### src/rtl/ssc_pkg.sv
package ssc_pkg;
  typedef enum logic {
    DIR_ENC = 1'b0,
    DIR_DEC = 1'b1
  } dir_e;
endpackage

### src/rtl/ssc_keygen.sv
module ssc_keygen #(
  parameter int W = 16
) (
  input  logic [W-1:0] hist,
  input  logic [W-1:0] iv,
  output logic         key
);
  localparam int HALF = W / 2;

  logic [W-1:0]    mix;
  logic [HALF-1:0] prod;

  assign mix = hist ^ iv;

  for (genvar i = 0; i < HALF; i++) begin : g_pair
    assign prod[i] = mix[i] & mix[i+HALF];
  end

  assign key = (^mix) ^ (^prod);
endmodule

### src/rtl/ssc_history.sv
module ssc_history #(
  parameter int W = 16
) (
  input  logic         clk,
  input  logic         rst,
  input  logic         load,
  input  logic [W-1:0] iv_in,
  input  logic         shift_en,
  input  logic         shift_bit,
  output logic [W-1:0] hist_q,
  output logic [W-1:0] iv_q
);
  always_ff @(posedge clk) begin
    if (rst) begin
      hist_q <= '0;
      iv_q   <= '0;
    end else if (load) begin
      hist_q <= '0;
      iv_q   <= iv_in;
    end else if (shift_en) begin
      hist_q <= {hist_q[W-2:0], shift_bit};
    end
  end
endmodule

### src/rtl/ssc_outreg.sv
module ssc_outreg (
  input  logic clk,
  input  logic rst,
  input  logic fire,
  input  logic bit_in,
  output logic bit_q,
  output logic valid_q
);
  always_ff @(posedge clk) begin
    if (rst) begin
      bit_q   <= 1'b0;
      valid_q <= 1'b0;
    end else begin
      valid_q <= fire;
      if (fire) bit_q <= bit_in;
    end
  end
endmodule

### src/rtl/ssc_unit.sv
module ssc_unit #(
  parameter int HIST_W = 16
) (
  input  logic              clk,
  input  logic              rst,
  input  logic              iv_load,
  input  logic [HIST_W-1:0] iv_value,
  input  logic              decrypt,
  input  logic              in_bit,
  input  logic              in_valid,
  output logic              out_bit,
  output logic              out_valid
);
  import ssc_pkg::*;

  logic [HIST_W-1:0] hist_q;
  logic [HIST_W-1:0] iv_q;
  logic              key_bit;
  logic              result;
  logic              accept;
  logic              cipher_bit;
  dir_e              dir;

  assign dir        = dir_e'(decrypt);
  assign accept     = in_valid & ~iv_load;
  assign result     = in_bit ^ key_bit;
  assign cipher_bit = (dir == DIR_DEC) ? in_bit : result;

  ssc_keygen #(.W(HIST_W)) keygen_i (
    .hist (hist_q),
    .iv   (iv_q),
    .key  (key_bit)
  );

  ssc_history #(.W(HIST_W)) history_i (
    .clk       (clk),
    .rst       (rst),
    .load      (iv_load),
    .iv_in     (iv_value),
    .shift_en  (accept),
    .shift_bit (cipher_bit),
    .hist_q    (hist_q),
    .iv_q      (iv_q)
  );

  ssc_outreg outreg_i (
    .clk     (clk),
    .rst     (rst),
    .fire    (accept),
    .bit_in  (result),
    .bit_q   (out_bit),
    .valid_q (out_valid)
  );
endmodule

### config.mk
export PLATFORM = sky130hd
export DESIGN_NAME = ssc_unit
export DESIGN_NICKNAME = d
export VERILOG_FILES = /design/src/rtl/ssc_pkg.sv /design/src/rtl/ssc_keygen.sv /design/src/rtl/ssc_history.sv /design/src/rtl/ssc_outreg.sv /design/src/rtl/ssc_unit.sv
export SDC_FILE = /design/constraint.sdc
export NUM_CORES = 1
export LEC_CHECK = 0
export CAP_MARGIN = 20
export CORE_ASPECT_RATIO = 1.25
export CORE_MARGIN = 2
export CORE_UTILIZATION = 25
export DETAILED_ROUTE_END_ITERATION = 7
export PLACE_DENSITY = 0.53
export SYNTH_ARGS = -nofsm -noshare
export SYNTH_HDL_FRONTEND = slang
export SYNTH_SLANG_ARGS = --single-unit
### constraint.sdc
create_clock -name clk -period 2.1 [get_ports clk]
set_input_delay 0.42 -clock clk [delete_from_list [all_inputs] [get_ports clk]]
set_output_delay 0.42 -clock clk [all_outputs]
set_load 0.05 [all_outputs]
# Word level (Yosys, flattened, before mapping)

Cells that the tools add are included.

Multiplexer cells: 1
Bitwise gates (word level): 13
Reductions and logical operators: 3

Operators with widths:

| operator          | count |
|---|---|
| $reduce_xor 16->1 | 1 |
| $xor 16x16->16    | 1 |
| $and 1x1->1       | 9 |
| $reduce_xor 8->1  | 1 |
| $reduce_or 2->1   | 1 |
| $xor 1x1->1       | 2 |
| $mux 1            | 1 |
| $not 1->1         | 1 |

Bits in registers: 34
Input port bits: 22
Output and inout port bits: 2
Word-level logic and storage cells: 21

# Logic depth before layout (Yosys ltp)

Gate-level depths: netlist of run 1.

Depth in word-level cells: 6
Mapped depth: 6
Mapped depth without buffers: 6

# Cells and area by module

From an unflattened synthesis of run 1, not the netlist that was laid out.

Cells, all modules: 160
Area total of the unflattened synthesis: 1645.3 um^2

Modules (own cells, without submodules):

| module      | times used | cells each | area an instance (um^2) | sequential area each (um^2) |
|---|---|---|---|---|
| ssc_history | 1          | 105        | 1178.6                  | 640.6 |
| ssc_keygen  | 1          | 46         | 376.6                   | 0.0 |
| ssc_outreg  | 1          | 5          | 60.1                    | 40.0 |
| ssc_unit    | 1          | 4          | 30.0                    | 0.0 |

# Worst setup path after synthesis of run 1

No wires, ideal clock.

Path type: register to register
From: register history_i.hist_q[9]
To: register history_i.hist_q[0]
Library setup time: 88 ps
Arrival: 1642 ps
Required time: 2012 ps
Setup slack: 370 ps
Cell stages (with the launch flop): 7
Path buffers: 0
Period minus slack after synthesis: 1730 ps
Path through: dfxtp_1 xor2_1 xor2_1 xnor2_1 xnor2_1 xnor3_1 o32ai_2

Cells in the longest elaborated chain, start to end: 6
Elaborated cells between the ends (all ways): 7
Those cells by class: 1 x mux; 4 x bitwise; 2 x reduce/logical

RTL lines:

| element                | RTL line          | RTL |
|---|---|---|
| start, declared        | ssc_history.sv:10 | `output logic [W-1:0] hist_q,` |
| start signal, assigned | ssc_history.sv:21 | `hist_q <= {hist_q[W-2:0], shift_bit};` |
| $xor 16x16->16 *       | ssc_keygen.sv:13  | `assign mix = hist ^ iv;` |
| $and 1x1->1            | ssc_keygen.sv:16  | `assign prod[i] = mix[i] & mix[i+HALF];` |
| $reduce_xor 8->1       | ssc_keygen.sv:19  | `assign key = (^mix) ^ (^prod);` |
| $xor 1x1->1 *          | ssc_keygen.sv:19  |  |
| $xor 1x1->1 *          | ssc_unit.sv:26    | `assign result = in_bit ^ key_bit;` |
| $mux 1 *               | ssc_unit.sv:27    | `assign cipher_bit = (dir == DIR_DEC) ? in_bit : result;` |

Mark *: on every way between the ends. The rest lies on a longest branch, timed or not.
A chain may end at the register's enable or synchronous reset.

# Worst setup path after layout of run 1

Same ends and word-level chain as after synthesis.

==> results of run 1 <==
state kept, by name (all words and copies together) (netlist names):
signal / cells
history_i.hist_q: 16
history_i.iv_q: 16
outreg_i.bit_q: 1
outreg_i.valid_q: 1
synthesized netlist by cell type:
cell type,count
sky130_fd_sc_hd__xnor2_1,23
sky130_fd_sc_hd__mux2i_1,31
sky130_fd_sc_hd__dfxtp_1,34
sky130_fd_sc_hd__nand2_1,1
sky130_fd_sc_hd__inv_1,1
sky130_fd_sc_hd__or2_2,1
sky130_fd_sc_hd__clkbuf_1,7
sky130_fd_sc_hd__a211oi_1,1
sky130_fd_sc_hd__xnor3_1,2
sky130_fd_sc_hd__nor2b_1,2
sky130_fd_sc_hd__a31oi_1,1
sky130_fd_sc_hd__buf_1,1
sky130_fd_sc_hd__xor2_1,8
sky130_fd_sc_hd__nor2_1,41
sky130_fd_sc_hd__o32ai_2,1
critical path: stages, from the launching register on:
cell and delay (ps):
sky130_fd_sc_hd__dfxtp_1 370, sky130_fd_sc_hd__xor2_1 240, sky130_fd_sc_hd__xor2_1 230, sky130_fd_sc_hd__xnor2_1 160, sky130_fd_sc_hd__xnor2_1 140, sky130_fd_sc_hd__xnor3_1 430
sky130_fd_sc_hd__o32ai_2 250
path summary, 6_finish.rpt:
kind / to / cells past startpoint / slack, ps / from
worst max-delay path: history_i.hist_q[0]$_SDFFE_PP0P_ / 6 / 190 / history_i.hist_q[9]$_SDFFE_PP0P_
worst min-delay path: outreg_i.bit_q$_SDFFE_PP0P_ / 2 / 500 / outreg_i.bit_q$_SDFFE_PP0P_
worst max register to register: history_i.hist_q[0]$_SDFFE_PP0P_ / 6 / 190 / history_i.hist_q[9]$_SDFFE_PP0P_
worst min register to register: outreg_i.bit_q$_SDFFE_PP0P_ / 2 / 500 / outreg_i.bit_q$_SDFFE_PP0P_
where the power goes:
group          total, mW  internal [mW]  switching [mW]  leakage [nW]
clock network      0.487          0.264           0.223        0.0482
registers          0.686          0.670          0.0167         0.278
logic              0.285          0.165           0.120         0.496
total               1.46           1.10           0.360         0.822
per-layer routing:
layer	up-vias	track usage [%]
met4	0	4.02
met1	462	11.3
met5	-	0
met3	6	3.63
met2	20	15.6
li1	550	-
through the flow:
step | setup TNS [ps] | hold WS (ps) | power (mW)
after floorplan | 0 | 481 | 0.906
after CTS | 0 | 509 | 1.48
after global placement | 0 | 494 | 0.988
final | 0 | 499 | 1.46
after detailed placement | -27.2 | 500 | 0.990
after global routing | 0 | 544 | 1.54
kinds of logic after synthesis:
family          count (synthesis)  synth area share, %
xor+xnor                       33                 20.5
flops                          34                 44.0
simple gates                   45                 11.4
mux                            31                 20.0
compound gates                  3                 1.94
buf+inv                         9                 2.18
final cells by class:
class | count | area [um^2]
timing repair buffer | 28 | 268
clock inverter | 1 | 5.00
tap | 85 | 106
sequential | 34 | 681
fill | 667 | 4100
inverter | 1 | 3.75
multi-input combinational | 112 | 833
clock buffer | 7 | 86.3
==> results.yml, run 1 <==
layout:
  final_cell_count_no_fill: 268
  layout_commonest_cell: "sky130_fd_sc_hd__nor2_1"
  syn2layout_area_growth_pct: 28.1
  finish.utilization_pct: 32.6
  final_layout_size_suffix_gt1_share_pct: 7.65
  layout.cells.most_common_list: "sky130_fd_sc_hd__nor2_1 (41), sky130_fd_sc_hd__dfxtp_1 (34), sky130_fd_sc_hd__mux2i_1 (31)"
  nNetsFinal: 204
  post-route-cell-area_um2: 1980
  antennaDiodeCount: 0
timing:
  setup_viol_count_final: 0
  layout_worst_path_cycle_share_pct: 90.9
  worst_clock_skew_ps: 8.45
  drv_slew: 0
  timing.max_slew.rel_slack_pct: 67.2
  post-route-min-period_ps: 1910
  timing.fmax_ghz: 0.524
  hold_violations: 0
  slew_at_the_pin_closest_to_its_max_slew_limit_ps: 491
  rsz0062_at_grt: "false"
  layout_setup_ws_ps: 192
logic_synthesis:
  ys.warnings.count: 0
  main_area_contributors_after_synthesis: "sky130_fd_sc_hd__dfxtp_1 (44%), sky130_fd_sc_hd__mux2i_1 (20%), sky130_fd_sc_hd__xnor2_1 (13%)"
  post_synth_instance_area_um2: 1550
  post-synth-top-area-cell: "sky130_fd_sc_hd__dfxtp_1"
  ys_seq_elements: 34
  postSynthNetCount: 177
  synth_top_cell_area_share_pct: 44.0
  syn_avg_cell_area_um2: 9.99
  synth.yosys.seq_area_share_pct: 44.0
  netlist-cell-type-count: 15
  postSynthCellCount: 155
setup_path:
  endpoint_kind: "flip-flop"
  critical_path_class: "flip-flop to flip-flop"
  startpoint_type: "flip-flop"
  worst-endpoint-required_ps: 2290
  worst-path-max-fanout: 3
  worst-endpoint-arrival_ps: 2100
grt:
  grt_util_all_layers_pct: 9.70
  antenna_found_initial: 0
  grt_pass1_vias: 1063
  grt_start_max_net_pins: 17
  global_route_wire_length_before_repair_um: 4930
  grt_remaining_overflow: 0
run:
  max_cap_violations: 0
power_and_ir_drop:
  max-vdd-ir-drop_mv: 0.194
  powerDensity_nw_per_um2: 736
  static-leakage-power_nw: 0.822
clock_network:
  cts_max_level: 2
  clk_path_buf_depth: 2
  cts_resized: 0
  tritoncts_num_sinks: 34
  ctsHoldBuffers: 0
  buffer_type_at_the_clock_tree_root: "sky130_fd_sc_hd__clkbuf_8"
  cts_made_buffers: 5
  insertion_delay_ps: 280
  worst_setup_hold_path_clk_slew_ps: 60
  post_cts_buffers: 0
  tritoncts: "done"
place:
  place.detailed.instances: 260
  io_buffer_count: 23
  dp_hpwl_um: 2330
  place_worst_setup_slack_ps: -27.2
  dpl_cell_area_um2: 1890
  routabilityCongestion: 0.749
detailed_routing:
  topRoutingLayerUsed: "met4"
  drt-initial-drc-count: 47
  remaining_drc_errors: 0
  final_antenna_net_count: 0
  met2_length_um: 1400
  detailroute.via_count: 1038
  met3WireLength_um: 127
  firstDrtPassIters: 4
  m1WireLength_um: 1440
  post_drt_via_cell_ratio: 3.87
  detail_route.wl_per_cell_um: 11.3
  routed_wl_um: 3020
floorplan:
  design.die.area_um2: 6840
  top_level_ports: 24
  die_height_um: 92.0
  starting_utilization_of_the_core_area_pct: 25.4
  placeable_core_region_um2: 6090
  std_cell_rows: 32
  floorplan_die_width_um: 74.4
min_path:
  min-delay-path-class: "flip-flop to flip-flop"
status:
  status: "completed"
(Power assumes the default switching activity.)
==> inputs of run 2 (changes only) <==
--- a/config.mk
+++ b/config.mk
@@ -9,6 +9,7 @@
 export CORE_ASPECT_RATIO = 1.25
 export CORE_MARGIN = 2
 export CORE_UTILIZATION = 25
+export CTS_CLUSTER_DIAMETER = 150
 export DETAILED_ROUTE_END_ITERATION = 7
 export PLACE_DENSITY = 0.53
 export SYNTH_ARGS = -nofsm -noshare
==> constraint.sdc (replaced) <==
create_clock -name clk -period 2.3 [get_ports clk]
set_input_delay 0.46 -clock clk [delete_from_list [all_inputs] [get_ports clk]]
set_output_delay 0.46 -clock clk [all_outputs]
set_load 0.05 [all_outputs]
==> run 2 against run 1 <==
  * Worst hold slack better by 7.8 ps
  * Sequential cell count stayed put
  * Cell area is 0.95% higher
  * Critical endpoint unchanged
==> results.yml, run 2 (synthesis results as in run 1) <==
status:
  status: "completed"
clock_network:
  tritoncts: "done"
  cts_made_buffers: 5
  clk_path_buf_depth: 2
  cts_resized: 0
  ctsHoldBuffers: 0
  worst_setup_hold_path_clk_slew_ps: 70
  cts_max_level: 2
  post_cts_buffers: 0
  buffer_type_at_the_clock_tree_root: "sky130_fd_sc_hd__clkbuf_8"
  insertion_delay_ps: 280
  tritoncts_num_sinks: 34
power_and_ir_drop:
  share_seq_of_total_power_pct: 44.9
  p_sw_mw: 0.330
  power.clock.fraction_pct: 36.3
  internal-power_mw: 1.06
  max-vdd-ir-drop_mv: 0.200
  powerDensity_nw_per_um2: 697
  power.combinational.fraction_pct: 18.8
  p_total_mw: 1.39
  p_sw_share_pct: 23.7
  static-leakage-power_nw: 0.831
timing:
  totalNegativeSetupSlack_ps: 0
  timing.fmax_ghz: 0.518
  layout_worst_path_cycle_share_pct: 84.0
  rsz0062_at_grt: "false"
  drv_slew: 0
  final.hold.worst_slack_ps: 507
  timing.max_slew.rel_slack_pct: 67.2
  post-route-min-period_ps: 1930
  hold_violations: 0
  setup_viol_count_final: 0
  slew_at_the_pin_closest_to_its_max_slew_limit_ps: 491
  worst_clock_skew_ps: 3.34
floorplan:
  floorplan_die_width_um: 74.4
  placeable_core_region_um2: 6090
  top_level_ports: 24
  starting_utilization_of_the_core_area_pct: 25.4
  design.die.area_um2: 6840
  std_cell_rows: 32
  die_height_um: 92.0
layout:
  syn2layout_area_growth_pct: 29.3
  final_layout_size_suffix_gt1_share_pct: 8.20
  largest_registers: "history_i.hist_q (16), history_i.iv_q (16)"
  final_cell_count_no_fill: 268
  layout.cells.most_common_list: "sky130_fd_sc_hd__nor2_1 (41), sky130_fd_sc_hd__dfxtp_1 (34), sky130_fd_sc_hd__mux2i_1 (31)"
  antennaDiodeCount: 0
  layout_commonest_cell: "sky130_fd_sc_hd__nor2_1"
  nNetsFinal: 204
  finish.utilization_pct: 32.9
place:
  routabilityCongestion: 0.820
  io_buffer_count: 23
  place.detailed.instances: 260
  dp_hpwl_um: 2380
grt:
  grt_util_all_layers_pct: 10.1
  antenna_found_initial: 0
  grt_pass1_vias: 1038
  grt_remaining_overflow: 0
  global_route_wire_length_before_repair_um: 5030
  grt_start_max_net_pins: 17
detailed_routing:
  post_drt_via_cell_ratio: 3.84
  firstDrtPassIters: 3
  detail_route.wl_per_cell_um: 11.3
  detailroute.via_count: 1030
  remaining_drc_errors: 0
  final_antenna_net_count: 0
  drt-initial-drc-count: 44
  routed_wl_um: 3040
min_path:
  hold_start: "outreg_i.bit_q$_SDFFE_PP0P_"
  min-delay-path-class: "flip-flop to flip-flop"
setup_path:
  crit_start: "history_i.iv_q[15]$_SDFFE_PP0P_"
  worst-path-max-fanout: 2
  endpoint_kind: "flip-flop"
  worst-endpoint-arrival_ps: 2130
  r2r-start: "history_i.iv_q[15]$_SDFFE_PP0P_"
  critical_path_class: "flip-flop to flip-flop"
  worst-endpoint-required_ps: 2500
  startpoint_type: "flip-flop"
run:
  max_cap_violations: 0
## run 2: routing by layer
layer / global-route usage, % / up-vias / wire length, um
met4: 5.65 / 0 / 78
li1: - / 557 / -
met2: 14.7 / 20 / 1390
met5: 0 / - / 0
met3: 4.07 / 6 / 130
met1: 12.2 / 447 / 1440
## run 2: path summary, 6_finish.rpt
| check | endpoint | depth (start not counted) | slack (ps) |
|---|---|---|---|
| hold reg to reg | outreg_i.bit_q$_SDFFE_PP0P_ | 2 | 510 |
| hold / removal | outreg_i.bit_q$_SDFFE_PP0P_ | 2 | 510 |
| setup reg to reg | history_i.hist_q[0]$_SDFFE_PP0P_ | 6 | 370 |
| setup / recovery | history_i.hist_q[0]$_SDFFE_PP0P_ | 6 | 370 |
## run 2: power groups by stage
stage | clock network, mW | registers [mW] | logic [mW]
3_3_place_gp | 0 | 0.640 | 0.262
6_report | 0.506 | 0.627 | 0.262
5_1_grt | 0.557 | 0.629 | 0.285
4_1_cts | 0.529 | 0.627 | 0.267
3_5_place_dp | 0 | 0.640 | 0.265
2_1_floorplan | 0 | 0.647 | 0.180
## run 2: final cells by class
class / count / area (um^2)
Clock buffer: 8 / 110
Fill cell: 658 / 4080
Inverter: 1 / 3.75
Multi-Input combinational cell: 112 / 833
Sequential cell: 34 / 681
Tap cell: 85 / 106
Timing Repair Buffer: 28 / 268
## run 2: per-stage QoR
stage          setup WS, ps  instance area (um^2)
6_report                368                  2000
5_1_grt                 157                  2000
4_1_cts                 337                  2000
3_5_place_dp            103                  1890
3_3_place_gp            168                  1890
2_1_floorplan           570                  1550
## run 2: critical path, cell delays in order, from the launching register on
cell                      delay [ps]
sky130_fd_sc_hd__dfxtp_1         320
sky130_fd_sc_hd__xnor2_1         270
sky130_fd_sc_hd__xor2_1          250
sky130_fd_sc_hd__xnor2_1         160
sky130_fd_sc_hd__xnor2_1         140
sky130_fd_sc_hd__xnor3_1         450
sky130_fd_sc_hd__o32ai_2         250
==> inputs of run 3 (changes only) <==
==> constraint.sdc (replaced) <==
create_clock -name clk -period 1.9 [get_ports clk]
set_input_delay 0.38 -clock clk [delete_from_list [all_inputs] [get_ports clk]]
set_output_delay 0.38 -clock clk [all_outputs]
set_load 0.05 [all_outputs]
==> run 3 against run 2 <==
  * Sequential share of layout area fell by 0.65 points
  * Non-clock buffer count rose by 1
  * Die area did not move
  * Clock-buffer cell count fell by 2
  * Routed wire length rose by 1.9%
  * Via count rose by 1.3%
  * Critical path depth did not move
  * Clock skew barely moved
  * Highest routed layer unchanged
  * Utilization rose by 0.82 points
  * Largest power group unchanged
  * Sequential power rose by 22%
  * Worst hold slack improved by 17 ps
==> results.yml, run 3 (synthesis results as in run 1) <==
status:
  status: "completed"
layout:
  nNetsFinal: 205
  largest_registers: "history_i.hist_q (16), history_i.iv_q (16)"
  layout_commonest_cell: "sky130_fd_sc_hd__nor2_1"
  final_layout_size_suffix_gt1_share_pct: 14.8
  syn2layout_area_growth_pct: 32.6
  post-route-cell-area_um2: 2050
  layout.cells.most_common_list: "sky130_fd_sc_hd__nor2_1 (41), sky130_fd_sc_hd__mux2i_1 (31), sky130_fd_sc_hd__dfxtp_1 (31)"
  antennaDiodeCount: 0
run:
  max_cap_violations: 0
detailed_routing:
  firstDrtPassIters: 4
  post_drt_via_cell_ratio: 3.91
  final_antenna_net_count: 0
  remaining_drc_errors: 0
  drt-initial-drc-count: 59
  detailroute.via_count: 1043
  detail_route.wl_per_cell_um: 11.6
  routed_wl_um: 3090
setup_path:
  r2r.worst_path.cells: 6
  worst-path-max-fanout: 3
  cp_slowest_stage_delay_ps: 410
  cpMostUsedCell: "sky130_fd_sc_hd__xnor2_1"
  reg2reg_setup_slack_ps: 40
  worst-endpoint-arrival_ps: 2060
  timing.rr.end: "history_i.hist_q[0]$_SDFFE_PP0P_"
  crit_start: "history_i.hist_q[12]$_SDFFE_PP0P_"
  critical_path_class: "flip-flop to flip-flop"
  endpoint_kind: "flip-flop"
  startpoint_type: "flip-flop"
  worst-endpoint-required_ps: 2090
  r2r-start: "history_i.hist_q[12]$_SDFFE_PP0P_"
  critical-path-slowest-cell: "sky130_fd_sc_hd__xnor3_2"
  crit_chain: "xnor2_1 > nor2_1 > xor2_1 > xnor2_1 > xnor3_2 > o32ai_2"
floorplan:
  floorplan_die_width_um: 74.4
  placeable_core_region_um2: 6090
  design.die.area_um2: 6840
  die_height_um: 92.0
  starting_utilization_of_the_core_area_pct: 25.4
  std_cell_rows: 32
  top_level_ports: 24
place:
  io_buffer_count: 23
  dp_hpwl_um: 2380
  dpl_cell_area_um2: 1890
  routabilityCongestion: 0.828
grt:
  grt_start_max_net_pins: 17
  global_route_wire_length_before_repair_um: 5070
  grt_util_all_layers_pct: 10.3
  antenna_found_initial: 0
  grt_pass1_vias: 1027
  grt_remaining_overflow: 0
clock_network:
  insertion_delay_ps: 270
  tritoncts_num_sinks: 34
  buffer_type_at_the_clock_tree_root: "sky130_fd_sc_hd__clkbuf_8"
  cts_max_level: 2
  worst_setup_hold_path_clk_slew_ps: 60
  clk_path_buf_depth: 2
  tritoncts: "done"
  cts_made_buffers: 5
timing:
  layout_worst_path_cycle_share_pct: 98.1
  final.hold.worst_slack_ps: 524
  setup_viol_count_final: 0
  worst_clock_skew_ps: 3.07
  post-route-min-period_ps: 1860
  slew_at_the_pin_closest_to_its_max_slew_limit_ps: 491
  timing.fmax_ghz: 0.537
  drv_slew: 0
  rsz0062_at_grt: "true"
  timing.max_slew.rel_slack_pct: 67.2
  hold_violations: 0
power_and_ir_drop:
  static-leakage-power_nw: 0.840
  max-vdd-ir-drop_mv: 0.371
  powerDensity_nw_per_um2: 785
min_path:
  holdPathStages: 2
  min-delay-path-class: "flip-flop to flip-flop"
  hold_start: "history_i.iv_q[5]$_SDFFE_PP0P_"
  worstHoldEndpoint: "history_i.iv_q[5]$_SDFFE_PP0P_"
run 3: worst max-delay path by stage:
stage / slack (ps) / end / cells after the start
floorplan: 170 / history_i.hist_q[0]$_SDFFE_PP0P_ / 6
global placement: -160 / history_i.hist_q[0]$_SDFFE_PP0P_ / 6
detailed placement: -230 / history_i.hist_q[0]$_SDFFE_PP0P_ / 6
CTS: 20 / history_i.hist_q[0]$_SDFFE_PP0P_ / 6
global route: -90 / history_i.hist_q[0]$_SDFFE_PP0P_ / 6
finish: 40 / history_i.hist_q[0]$_SDFFE_PP0P_ / 6
run 3: per-stage QoR:
step | cells | power, mW | util (%) | worst slack, ps | setup TNS, ps
after floorplan | 155 | 1.00 | - | 170 | 0
after global placement | 260 | 1.09 | 31.1 | -156 | -276
after detailed placement | 260 | 1.10 | 31.1 | -235 | -415
after CTS | 266 | 1.63 | 32.8 | 15.6 | 0
after global routing | 267 | 1.71 | 33.7 | -94.1 | -143
final | 267 | 1.61 | 33.7 | 36.1 | 0
run 3: routing by layer:
layer	track usage [%]	wire, um	part of all wire (%)	vias to the layer above
li1	-	-	-	552
met1	12.3	1440	46	466
met2	15.0	1430	46	18
met3	3.85	115	3.7	7
met4	6.85	109	3.5	0
met5	0	0	0	-
run 3: worst max-delay path: cells and delay by family, from the launching register on:
family	cells	cell delay, ps
DFF	1	330
xor gates and xnor gates	4	1120
AOI/OAI and AO/OA	1	250
and+or+nand+nor	1	90
run 3: repair_timing:
item	in CTS	in global routing
pin swaps	0	5
resized for setup	3	10
hold buffers	0	0
endpoints found under the setup margin	1	2
buffers inserted	0	1
run 3: cell type report:
type / instances / area [um^2]
inverter: 1 / 3.75
fill: 637 / 4030
multi-input combinational: 112 / 900
timing repair buffer: 29 / 275
sequential: 34 / 684
clock buffer: 6 / 82.6
tap: 85 / 106
run 3: report_power, final:
group / switching, mW / leakage [nW] / internal [mW]
Clock: 0.230 / 0.0431 / 0.279
Combinational: 0.144 / 0.518 / 0.197
Sequential: 0.0220 / 0.279 / 0.741
